<file path="src/rtl/dma_xfer_pkg.sv">
package dma_xfer_pkg;
  localparam int OFS_W  = 16;
  localparam int PAGE_W = 8;
  localparam int LIN_W  = OFS_W + PAGE_W;
  localparam int CNT_W  = OFS_W + 1;
  localparam int LEN_W  = OFS_W;

  typedef logic [OFS_W-1:0]  ofs_t;
  typedef logic [PAGE_W-1:0] page_t;
  typedef logic [LIN_W-1:0]  lin_t;
  typedef logic [CNT_W-1:0]  cnt_t;
  typedef logic [LEN_W-1:0]  len_t;

  // bytes granted for a request of len against remaining count cnt
  function automatic len_t grant_of(input len_t len, input cnt_t cnt, input logic ai);
    if (cnt == '0)                      return '0;
    if (ai || (cnt_t'(len) < cnt))      return len;
    return len_t'(cnt);
  endfunction

  function automatic lin_t lin_of(input page_t page, input ofs_t base);
    return (lin_t'(page) << OFS_W) + lin_t'(base);
  endfunction

  function automatic cnt_t reload_cnt(input ofs_t base_cnt);
    return cnt_t'(base_cnt) + cnt_t'(1);
  endfunction
endpackage

</file>
<file path="src/rtl/dma_req_ctrl.sv">
module dma_req_ctrl
  import dma_xfer_pkg::*;
(
  input  logic clk,
  input  logic rst_n,
  input  logic req_valid,
  input  len_t req_len,
  input  cnt_t cur_cnt,
  input  logic cfg_autoinit,
  input  logic beat,
  output logic req_ready,
  output logic busy,
  output logic remain_nz,
  output logic grant_valid,
  output len_t grant_len,
  output logic done,
  output logic ai_mode
);
  len_t remain_q;
  logic accept, finish;

  assign req_ready = !busy;
  assign accept    = req_valid && !busy;
  assign remain_nz = (remain_q != '0);
  assign finish    = busy && (!remain_nz || (beat && remain_q == len_t'(1)));

  always_ff @(posedge clk or negedge rst_n) begin
    if (!rst_n) begin
      busy        <= 1'b0;
      remain_q    <= '0;
      grant_valid <= 1'b0;
      grant_len   <= '0;
      done        <= 1'b0;
      ai_mode     <= 1'b0;
    end else begin
      grant_valid <= accept;
      done        <= finish;
      if (accept) begin
        busy      <= 1'b1;
        remain_q  <= grant_of(req_len, cur_cnt, cfg_autoinit);
        grant_len <= grant_of(req_len, cur_cnt, cfg_autoinit);
        ai_mode   <= cfg_autoinit;
      end else begin
        if (beat) remain_q <= remain_q - len_t'(1);
        if (finish) busy <= 1'b0;
      end
    end
  end
endmodule

</file>
<file path="src/rtl/dma_chan_regs.sv">
module dma_chan_regs
  import dma_xfer_pkg::*;
(
  input  logic  clk,
  input  logic  rst_n,
  input  logic  load_cfg,
  input  logic  beat,
  input  logic  ai_mode,
  input  ofs_t  cfg_base_addr,
  input  ofs_t  cfg_base_cnt,
  input  page_t cfg_page,
  output lin_t  lin_addr,
  output cnt_t  cur_cnt,
  output ofs_t  cur_addr,
  output logic  tc_hit,
  output logic  wrap_reload
);
  assign tc_hit      = beat && (cur_cnt == cnt_t'(1));
  assign wrap_reload = tc_hit && ai_mode;

  always_ff @(posedge clk or negedge rst_n) begin
    if (!rst_n) begin
      lin_addr <= '0;
      cur_cnt  <= '0;
      cur_addr <= '0;
    end else if (load_cfg || wrap_reload) begin
      lin_addr <= lin_of(cfg_page, cfg_base_addr);
      cur_cnt  <= reload_cnt(cfg_base_cnt);
      cur_addr <= cfg_base_addr;
    end else if (beat) begin
      lin_addr <= lin_addr + lin_t'(1);
      cur_cnt  <= cur_cnt - cnt_t'(1);
      cur_addr <= cur_addr + ofs_t'(1);
    end
  end
endmodule

</file>
<file path="src/rtl/dma_tc_status.sv">
module dma_tc_status #(
  parameter int NUM_CHAN = 4,
  parameter int CHAN_IDX = 0
) (
  input  logic                clk,
  input  logic                rst_n,
  input  logic                tc_set,
  input  logic                stat_rd,
  output logic [NUM_CHAN-1:0] status
);
  for (genvar i = 0; i < NUM_CHAN; i++) begin : g_bit
    if (i == CHAN_IDX) begin : g_live
      always_ff @(posedge clk or negedge rst_n) begin
        if (!rst_n)       status[i] <= 1'b0;
        else if (tc_set)  status[i] <= 1'b1;
        else if (stat_rd) status[i] <= 1'b0;
      end
    end else begin : g_tie
      assign status[i] = 1'b0;
    end
  end
endmodule

</file>
<file path="src/rtl/dma_xfer_counter.sv">
module dma_xfer_counter
  import dma_xfer_pkg::*;
#(
  parameter int NUM_CHAN = 4,
  parameter int CHAN_IDX = 1
) (
  input  logic                clk,
  input  logic                rst_n,
  input  logic [15:0]         cfg_base_addr,
  input  logic [15:0]         cfg_base_cnt,
  input  logic [7:0]          cfg_page,
  input  logic                cfg_autoinit,
  input  logic                cfg_load,
  input  logic                req_valid,
  input  logic [15:0]         req_len,
  output logic                req_ready,
  output logic                grant_valid,
  output logic [15:0]         grant_len,
  output logic                addr_valid,
  input  logic                addr_ready,
  output logic [23:0]         addr_out,
  output logic                done,
  output logic [16:0]         cur_cnt,
  output logic [15:0]         cur_addr,
  input  logic                stat_rd,
  output logic [NUM_CHAN-1:0] status
);
  logic busy, remain_nz, ai_mode, beat, tc_hit, wrap_reload, tc_set, load_cfg;

  assign addr_valid = busy && remain_nz;
  assign beat       = addr_valid && addr_ready;
  assign load_cfg   = cfg_load && !busy;
  assign tc_set     = tc_hit && !ai_mode;

  dma_req_ctrl u_ctrl (
    .clk(clk), .rst_n(rst_n), .req_valid(req_valid), .req_len(req_len),
    .cur_cnt(cur_cnt), .cfg_autoinit(cfg_autoinit), .beat(beat),
    .req_ready(req_ready), .busy(busy), .remain_nz(remain_nz),
    .grant_valid(grant_valid), .grant_len(grant_len), .done(done), .ai_mode(ai_mode)
  );

  dma_chan_regs u_regs (
    .clk(clk), .rst_n(rst_n), .load_cfg(load_cfg), .beat(beat), .ai_mode(ai_mode),
    .cfg_base_addr(cfg_base_addr), .cfg_base_cnt(cfg_base_cnt), .cfg_page(cfg_page),
    .lin_addr(addr_out), .cur_cnt(cur_cnt), .cur_addr(cur_addr),
    .tc_hit(tc_hit), .wrap_reload(wrap_reload)
  );

  dma_tc_status #(.NUM_CHAN(NUM_CHAN), .CHAN_IDX(CHAN_IDX)) u_stat (
    .clk(clk), .rst_n(rst_n), .tc_set(tc_set), .stat_rd(stat_rd), .status(status)
  );
endmodule

</file>
<file path="config.mk">
export PLATFORM = sky130hd
export DESIGN_NAME = dma_xfer_counter
export DESIGN_NICKNAME = d
export VERILOG_FILES = /design/src/rtl/dma_xfer_pkg.sv /design/src/rtl/dma_req_ctrl.sv /design/src/rtl/dma_chan_regs.sv /design/src/rtl/dma_tc_status.sv /design/src/rtl/dma_xfer_counter.sv
export SDC_FILE = /design/constraint.sdc
export NUM_CORES = 1
export LEC_CHECK = 0
export CORE_MARGIN = 4
export CORE_UTILIZATION = 51
export CTS_CLUSTER_DIAMETER = 60
export CTS_CLUSTER_SIZE = 20
export DETAILED_ROUTE_END_ITERATION = 8
export GPL_TIMING_DRIVEN = 0
export PLACE_DENSITY = 0.82
export SLEW_MARGIN = 10
export SYNTH_ARGS = -nofsm -noshare
export SYNTH_HDL_FRONTEND = slang
export SYNTH_SLANG_ARGS = --single-unit
</file>
<file path="constraint.sdc">
create_clock -name clk -period 3.8 [get_ports clk]
set_input_delay 0.38 -clock clk [delete_from_list [all_inputs] [get_ports clk]]
set_output_delay 0.38 -clock clk [all_outputs]
set_load 0.005 [all_outputs]
</file>
; ---- Word level (Yosys, flattened, before mapping)
; Cells that the tools add are included.
[op_classes]
add_sub_neg = 6
n_mul = 0
div = 0
magnitude_cmp = 1
eq_ne = 2
shift = 0
mux = 21
bitwise = 0
reduce_logical = 21
[op_table]
columns = operator, count
row1 = $mux 16, 8
row2 = $mux 24, 2
row3 = $mux 17, 2
row4 = $add 24x1->24 const B, 1
row5 = $add 24x16->24, 1
row6 = $add 16x1->17 const B, 1
row7 = $eq 17x1->1 const B, 1
row8 = $logic_not 17->1, 1
row9 = $lt 16x17->1, 1
row10 = $sub 17x1->17 const B, 1
row11 = $add 16x1->16 const B, 1
row12 = $eq 16x1->1 const B, 1
row13 = $reduce_bool 16->1, 1
row14 = $sub 16x1->16 const B, 1
row15 = $logic_and 1x1->1, 9
row16 = $mux 1, 9
row17 = $reduce_bool 2->1, 4
row18 = $logic_not 1->1, 3
row19 = $logic_or 1x1->1, 3
[totals]
regBits = 94
latchBits = 0
mem_bits_rw = 0
mem_bits_ro = 0
input_bits = 63
out_inout_bits = 81
word_cells = 61
mem_count = 0

; ---- Depth between registers and ports, before layout
; Gate-level depths: netlist of the first run.
[logic_depth]
depth_word = 8
ltp_mapped = 11
ltp_nobuf = 9

; ---- Modules after synthesis
; From an unflattened synthesis of the first run, not the netlist that was laid out.
[hier_totals]
hier_cells = 644
hier_area_um2 = 5920.7
[modules_own_cells]
columns = mod, n_inst, cells_per_inst, area_each_um2, seq_area_each_um2
row1 = dma_chan_regs, 1, 352, 3328.2, 1426.4
row2 = dma_req_ctrl, 1, 281, 2503.7, 900.9
row3 = dma_tc_status, 1, 7, 62.6, 25.0
row4 = dma_xfer_counter, 1, 4, 26.3, 0.0

; ---- Least setup slack after synthesis of the first run
; OpenSTA, ideal clock, no wires.
[synth_path]
kind = flip-flop to flip-flop
start = register u_regs.cur_cnt[2]
end = register u_ctrl.remain_q[12]
setup_time_ns = 0.087
arrival_time_ns = 2.581
required_ns = 3.713
slack_ns = 1.132
path_stages_with_launch = 11
path_buffers = 1
period_less_slack_ns = 2.668
cell_sequence = dfrtp_1 > inv_1 > ha_1 > a211oi_1 > o221ai_1 > a211o_1 > a2111oi_4 > a31o_4 > buf_6 > a22oi_1 > a211oi_2
[synth_between]
elab_chain_cells = 8
word_cells_on_any_way = 12
cone_classes = order compare: 1 / mux: 9 / reduce/logical: 2
[synth_rtl]
columns = item, line_no
row1 = start: declaration, dma_chan_regs.sv:13  ; output cnt_t cur_cnt,
row2 = start signal: assignment, dma_chan_regs.sv:28  ; cur_cnt <= reload_cnt(cfg_base_cnt);
row3 = start signal: assignment, dma_chan_regs.sv:32  ; cur_cnt <= cur_cnt - cnt_t'(1);
row4 = $lt 16x17->1, dma_xfer_pkg.sv:17  ; if (ai || (cnt_t'(len) < cnt)) return len;
row5 = $logic_or 1x1->1, dma_xfer_pkg.sv:17
row6 = $mux 1 (2 in a row), dma_xfer_pkg.sv:17
row7 = $mux 1, dma_req_ctrl.sv:38  ; if (accept) begin
row8 = $mux 16, dma_xfer_pkg.sv:18  ; return len_t'(cnt);
row9 = $mux 16 (*), dma_xfer_pkg.sv:17
row10 = $mux 16 (*), dma_req_ctrl.sv:38
row11 = end signal: assignment, dma_req_ctrl.sv:40  ; remain_q <= grant_of(req_len, cur_cnt, cfg_autoinit);
row12 = end signal: assignment, dma_req_ctrl.sv:44  ; if (beat) remain_q <= remain_q - len_t'(1);
row13 = end: declaration, dma_req_ctrl.sv:19  ; len_t remain_q;
; Every way passes the cells marked *; elsewhere a longest branch is shown, timed or not. The select of a mux whose other input is x is not followed.
; A chain may end at the register's enable or synchronous reset.

; ---- Worst setup path in the final report of the first run
[layout_path]
start = register u_regs.cur_cnt[7]
end = register u_regs.lin_addr[4]
[layout_between]
elab_chain_cells = 5
word_cells_on_any_way = 6
cone_classes = eq/ne: 1 / mux: 1 / reduce/logical: 4
[layout_rtl]
columns = item, line_no
row1 = $eq 17x1->1 (*), dma_chan_regs.sv:18  ; assign tc_hit = beat && (cur_cnt == cnt_t'(1));
row2 = $logic_and 1x1->1 (*), dma_chan_regs.sv:18
row3 = $logic_and 1x1->1 (*), dma_chan_regs.sv:19  ; assign wrap_reload = tc_hit && ai_mode;
row4 = $logic_or 1x1->1 (*), dma_chan_regs.sv:26  ; end else if (load_cfg || wrap_reload) begin
row5 = $mux 24 or $reduce_bool 2->1 (tied branches), -
row6 = end signal: assignment, dma_chan_regs.sv:27  ; lin_addr <= lin_of(cfg_page, cfg_base_addr);
row7 = end signal: assignment, dma_chan_regs.sv:31  ; lin_addr <= lin_addr + lin_t'(1);
row8 = end: declaration, dma_chan_regs.sv:12  ; output lin_t lin_addr,
; Every way passes the cells marked *; elsewhere a longest branch is shown, timed or not.

==> flow_metrics.tcl, run 1 <==
set metrics [dict create \
    synth.avg_cell_area_um2 8.29 \
    grt_pass1_wl_mm 33.2 \
    die_w_um 117 \
    crit_fanout 10 \
    synthTopCellsByArea "dfrtp_1 (39%), a21oi_1 (5.6%), nand2_1 (5.0%)" \
    nFillCells 969 \
    grt_max_degree 49 \
    syn-cell-area_um2 6060 \
    vias_per_cell 6.38 \
    cts_num_sinks 94 \
    globalRouteOverflowTotal 0 \
    crit_chain "nor4_1, and3_1, nand4_1, o21ai_1, clkbuf_1, nand2_1, a31oi_1" \
    routedWlPerCell_um 20.6 \
    max_slew_margin_pct 48.9 \
    dr.first_iter.drc_count 775 \
    synth_top_area_share_pct 38.8 \
    first_pass_iters 7 \
    route.detailed.drc 0 \
    fin_ws_ps 596 \
    rsz0062_at_grt "no" \
    syn_inst 731 \
    clk_latency_ps 350 \
    required_ps 4070 \
    drive_gt1_share_pct 4.61 \
    cellLeakagePower_nw 3.25 \
    place.gp.congestion 0.939 \
    dp.cells 1017 \
    core_um2 11500 \
    yosysSeqAreaShare_pct 38.8 \
    timing.hold.worst.class "in -> async" \
    synth_most_common_cell "dfrtp_1" \
    setup_tns_ps 0 \
    powerDensity_nw_per_um2 753 \
    cpPeakStageDelay_ps 590 \
    numCtsBuffers 9 \
    cts-htree-levels 3 \
    dp_slack_ps 450 \
    fin_crit_ps 3200 \
    synth_seq_cells 94 \
    status "complete, no violations" \
    postCtsSetupBuffers 0 \
    clock_path_buffers 2 \
    ant_nets 0 \
    ir_drop_mv 0.481 \
    arrival_ps 3480 \
    synth-edff-count 0 \
    die_h_um 117 \
    critPathSlowestCell "o21ai_1" \
    grt_use_total_pct 31.3 \
    rows 39 \
    num_vias 6579 \
    synth_cell_types 60 \
    synthArstFlopShare_pct 100 \
    whs_ps 57.7 \
    endpoint_kind "register" \
    maxCapViolCount 0 \
    clockRootBuffer "clkbuf_16" \
    yosysTopAreaCell "dfrtp_1" \
    yosys_warnings 0 \
    clock_skew_ps 12.8 \
    instances_no_fill 1032 \
    path_class "reg -> reg" \
    ys_top_cells_by_count "dfrtp_1 (94), nand2_1 (81), nor2_1 (75)" \
    dp_hpwl_mm 16.1 \
    cts_tree "yes" \
    fmax_mhz 312 \
    area_delta_synth_final_pct 31.4 \
    start_kind "register" \
    final_max_slew_viol_count 0 \
    path_clk_slew_ps 70 \
    setup_viol 0 \
    rrSetupSlack_ps 600 \
    final_nets 970 \
    grt_antenna_before_repair 0 \
    dieArea_um2 13700 \
    synth_ff_type "dfrtp_1" \
    grt_pass1_vias 6378 \
    routed_wl_mm 21.3 \
    cts-hold-fix-buffers 0 \
    worstMarginPinSlew_ps 766 \
    port_buffers 140 \
    diodes 0 \
    fin_crit_sh_pct 84.3 \
    pin_count 144 \
    initial_core_util_pct 52.6 \
    cts_resized 0 \
    finalHoldViolCount 0 \
]
## worst max-delay path, delay by kind of cell, from the launching register on
kind / cells / cell delay, ps
and+or+nand+nor: 4 / 1300
AOI/OAI and AO/OA: 2 / 790
buffers and inverters: 1 / 540
DFF: 1 / 480
## registers in the layout, indices dropped and copies added, names as in the netlist
name and flops:
u_ctrl.grant_len 16, u_ctrl.ai_mode 1, u_regs.cur_addr 16, u_ctrl.done 1, u_ctrl.remain_q 16, u_ctrl.grant_valid 1
u_regs.lin_addr 24, u_regs.cur_cnt 17, u_stat.status 1, u_ctrl.busy 1
## cells in the final DEF (no fill, tap or decap), types with 3 or more instances in the layout
cell type | netlist | layout
a211oi_1 | 3 | 3
xnor2_1 | 24 | 24
o21a_1 | 7 | 7
a221o_1 | 4 | 4
a221oi_1 | 7 | 7
o22a_1 | 3 | 3
buf_4 | 4 | 5
and4_1 | 3 | 3
and2_1 | 6 | 6
a222oi_1 | 9 | 9
nand2b_1 | 6 | 6
nand4_1 | 19 | 19
clkbuf_16 | 0 | 9
clkbuf_1 | 25 | 26
nor2b_1 | 4 | 4
nand3_1 | 33 | 33
nor4_1 | 4 | 4
nand2_1 | 81 | 81
o22ai_1 | 8 | 8
buf_2 | 5 | 5
conb_1 | 1 | 3
o21ai_1 | 11 | 11
nand4b_1 | 7 | 7
ha_1 | 22 | 22
inv_1 | 38 | 38
a21oi_1 | 68 | 68
or3_1 | 10 | 10
a21o_1 | 7 | 7
dfrtp_1 | 94 | 94
and3_1 | 9 | 9
nor2_1 | 75 | 75
a31oi_1 | 17 | 17
o32ai_1 | 4 | 4
nor3_1 | 18 | 18
o21ai_0 | 36 | 36
a22oi_1 | 7 | 7
xor2_1 | 18 | 18
clkdlybuf4s50_1 | 0 | 139
or2_2 | 5 | 5
## stage by stage
step	total power (W)	area [um^2]	utilization, %
2_1_floorplan	0.00351	6070	-
3_3_place_gp	0.00492	7650	66.4
3_5_place_dp	0.00503	7670	66.6
4_1_cts	0.00596	7960	69.1
5_1_grt	0.00639	7960	69.1
6_report	0.00599	7960	69.1
## per-layer routing
metal	vias up	track usage [%]	part of all wire, %
met5	-	0	0
met2	426	52.3	48
met1	3119	39.3	38
met3	71	6.22	10
met4	0	14.1	3.9
li1	2963	-	-
## cell type report
type	instances	area, um^2	share of cell area (%)
repair buffers	141	1430	17.9
flip-flops and latches	94	2350	29.6
inverters	38	143	1.79
plain buffers	36	164	2.06
clock inverters	5	58.8	0.739
clock buffers	10	229	2.88
well taps	143	179	2.25
multi-input cells	565	3410	42.8
## cells by family (layout without fill, tap and decap cells)
logic type,count (synthesis),in the layout,share of synthesized area [%]
and+or+nand+nor,288,288,23.0
AOI/OAI and AO/OA,210,210,22.4
DFF,94,94,38.8
buffers and inverters,74,230,5.06
xor gates and xnor gates,42,42,6.07
adders and majority gates,22,22,4.54
other,1,3,0.0619
## power by group
part	internal, W	switching (W)	total, W
combinational	0.00148	0.00154	0.00302
clock	0.000508	0.000396	0.000904
sequential	0.00147	0.000598	0.00206
total	0.00346	0.00254	0.00599
## worst paths after layout
check                           cells after the start                            start                               to
worst min-delay path                                1                            rst_n  u_ctrl.remain_q[15]$_DFFE_PN0P_
max in group asynchronous                           2                            rst_n   u_regs.cur_addr[3]$_DFFE_PN0P_
worst max-delay path                                7    u_regs.cur_cnt[7]$_DFFE_PN0P_   u_regs.lin_addr[4]$_DFFE_PN0P_
worst min register to register                      1  u_ctrl.grant_len[9]$_DFFE_PN0P_  u_ctrl.grant_len[9]$_DFFE_PN0P_
worst max register to register                      7    u_regs.cur_cnt[7]$_DFFE_PN0P_   u_regs.lin_addr[4]$_DFFE_PN0P_
min in group clk                                    1  u_ctrl.grant_len[9]$_DFFE_PN0P_  u_ctrl.grant_len[9]$_DFFE_PN0P_
(Power assumes the default switching activity.)
==> run 2, diff against run 1 <==
CORE_UTILIZATION = 46   (was 51)
PLACE_DENSITY = 0.78   (was 0.82)
clock period = 2.7 ns   (was 3.8 ns; I/O delays follow)
==> flow_metrics.tcl, run 2 (synthesis gave the netlist of run 1 again) <==
set metrics [dict create \
    cts-htree-levels 3 \
    die_h_um 123 \
    numCtsBuffers 9 \
    drive_gt1_share_pct 13.0 \
    final_util_pct 66.4 \
    worstMarginPinSlew_ps 668 \
    vias_per_cell 6.02 \
    dieArea_um2 15100 \
    dp_hpwl_mm 15.3 \
    globalRouteOverflowTotal 0 \
    final_nets 1003 \
    endpoint "u_ctrl.remain_q[12]$_DFFE_PN0P_" \
    ant_nets 0 \
    grt_antenna_before_repair 0 \
    clockRootBuffer "clkbuf_16" \
    pin_count 144 \
    finalPower_w 0.00904 \
    fin_crit_ps 2680 \
    grt_pass1_wl_mm 32.1 \
    ir_drop_mv 0.516 \
    cts_num_sinks 94 \
    port_buffers 140 \
    status "complete, no violations" \
    clk_latency_ps 360 \
    rr_endpoint "u_ctrl.remain_q[12]$_DFFE_PN0P_" \
    powerDensity_nw_per_um2 1070 \
    start_kind "register" \
    reg2reg_from "u_regs.cur_cnt[3]$_DFFE_PN0P_" \
    drt-met1-wl_mm 8.61 \
    maxCapViolCount 0 \
    top_layer "met4" \
    nFillCells 1024 \
    route.detailed.drc 0 \
    grt_pass1_vias 6069 \
    cts_tree "yes" \
    routedWlPerCell_um 19.5 \
    reg_top3 "u_regs.lin_addr x24, u_regs.cur_cnt x17" \
    ff_latch_area_um2 2370 \
    grt_use_total_pct 27.4 \
    place.gp.congestion 0.937 \
    clock_path_buffers 2 \
    grt_max_degree 61 \
    area_delta_synth_final_pct 40.0 \
    setup_tns_ps 0 \
    endpoint_kind "register" \
    path_class "reg -> reg" \
    core_um2 12800 \
    die_w_um 123 \
    setup_viol 0 \
    final_max_slew_viol_count 0 \
    cellLeakagePower_nw 3.49 \
    initial_core_util_pct 47.4 \
    largest_reg_flops 24 \
    first_pass_iters 7 \
    final_common_cell "clkdlybuf4s50_1" \
    path_clk_slew_ps 70 \
    crit_fanout 7 \
    multi_input_comb_area_um2 3570 \
    cp-startpoint "u_regs.cur_cnt[3]$_DFFE_PN0P_" \
    num_vias 6593 \
    wl_met2_mm 9.88 \
    clock_skew_ps 10.8 \
    finalHoldViolCount 0 \
    max_slew_margin_pct 55.5 \
    rrSetupSlack_ps 20 \
    ff2ff_path_depth 12 \
    dr.first_iter.drc_count 953 \
    fmax_mhz 373 \
    diodes 0 \
    fin_crit_sh_pct 99.2 \
    routed_wl_mm 21.3 \
    arrival_ps 2940 \
    rows 41 \
    final_cell_mix "clkdlybuf4s50_1 (138), dfrtp_1 (83), nand2_1 (81)" \
    required_ps 2960 \
    top_register "u_regs.lin_addr" \
    timing.hold.worst.class "in -> async" \
    wl_met3_mm 2.15 \
]
-- run 2: cell types whose count changed in the layout (fill, tap and decap cells not counted), sizes merged --
cell	delta
dlymetal6s2s	+1
dlygate4sd3	+1
clkdlybuf4s50	-1
inv	+1
buf	+32
clkinvlp	-2
clkinv	+2
-- run 2: worst min-delay path by stage --
stage	from	end	slack [ps]	depth (start not counted)
4_1_cts	rst_n	u_ctrl.grant_len[9]$_DFFE_PN0P_	420	2
6_report	rst_n	u_ctrl.grant_len[7]$_DFFE_PN0P_	410	2
5_1_grt	rst_n	u_ctrl.grant_len[10]$_DFFE_PN0P_	460	2
2_1_floorplan	rst_n	u_ctrl.ai_mode$_DFFE_PN0P_	-30	0
3_5_place_dp	rst_n	u_ctrl.grant_len[9]$_DFFE_PN0P_	260	1
3_3_place_gp	u_ctrl.grant_len[9]$_DFFE_PN0P_	u_ctrl.grant_len[9]$_DFFE_PN0P_	460	1
-- run 2: routing by layer --
metal | vias up | GRT usage, %
li1 | 3019 | -
met1 | 3102 | 36.6
met2 | 412 | 43.5
met3 | 60 | 5.67
met4 | 0 | 10.8
met5 | - | 0
-- run 2: final cells by class --
cell class / instances / share of cell area (%)
flip-flops and latches: 94 / 27.9
multi-input cells: 565 / 42.1
well taps: 172 / 2.54
plain buffers: 35 / 2.29
repair buffers: 175 / 19.8
inverters: 38 / 1.71
clock buffers: 10 / 2.82
clock inverters: 6 / 0.811
-- run 2: worst max-delay path: stages (launching register included) --
cell and delay (ps):
dfrtp_1 400, buf_6 150, inv_4 50, ha_4 190, o21ai_2 160, o221ai_2 120, a211o_1 340, a2111oi_4 400
buf_4 190, a31o_4 150, buf_6 140, a22oi_2 70, a211oi_2 240
-- run 2: power by group --
group / switching [W] / internal, W / total [W]
clock: 0.000581 / 0.000752 / 0.00133
combinational: 0.00243 / 0.00242 / 0.00485
sequential: 0.000783 / 0.00208 / 0.00286
total: 0.00379 / 0.00525 / 0.00904
-- run 2: what timing repair did --
item | 4_1_cts | 5_1_grt
setup endpoints to repair | 88 | 79
hold buffers | 1 | 0
gates cloned | 0 | 1
hold endpoints to repair | 34 | 0
gates resized for setup | 24 | 41
pin swaps | 3 | 19
setup buffers | 5 | 27
-- run 2: through the flow --
step | hold slack, ps | std cells | instance area, um^2 | worst slack [ps]
floorplan | -25.6 | 733 | 6070 | 31.9
global placement | 460 | 1045 | 7680 | -2170
detailed placement | 260 | 1046 | 7710 | -590
CTS | 423 | 1067 | 8140 | 3.56
global route | 462 | 1095 | 8480 | -56.5
finish | 409 | 1095 | 8480 | 21.6
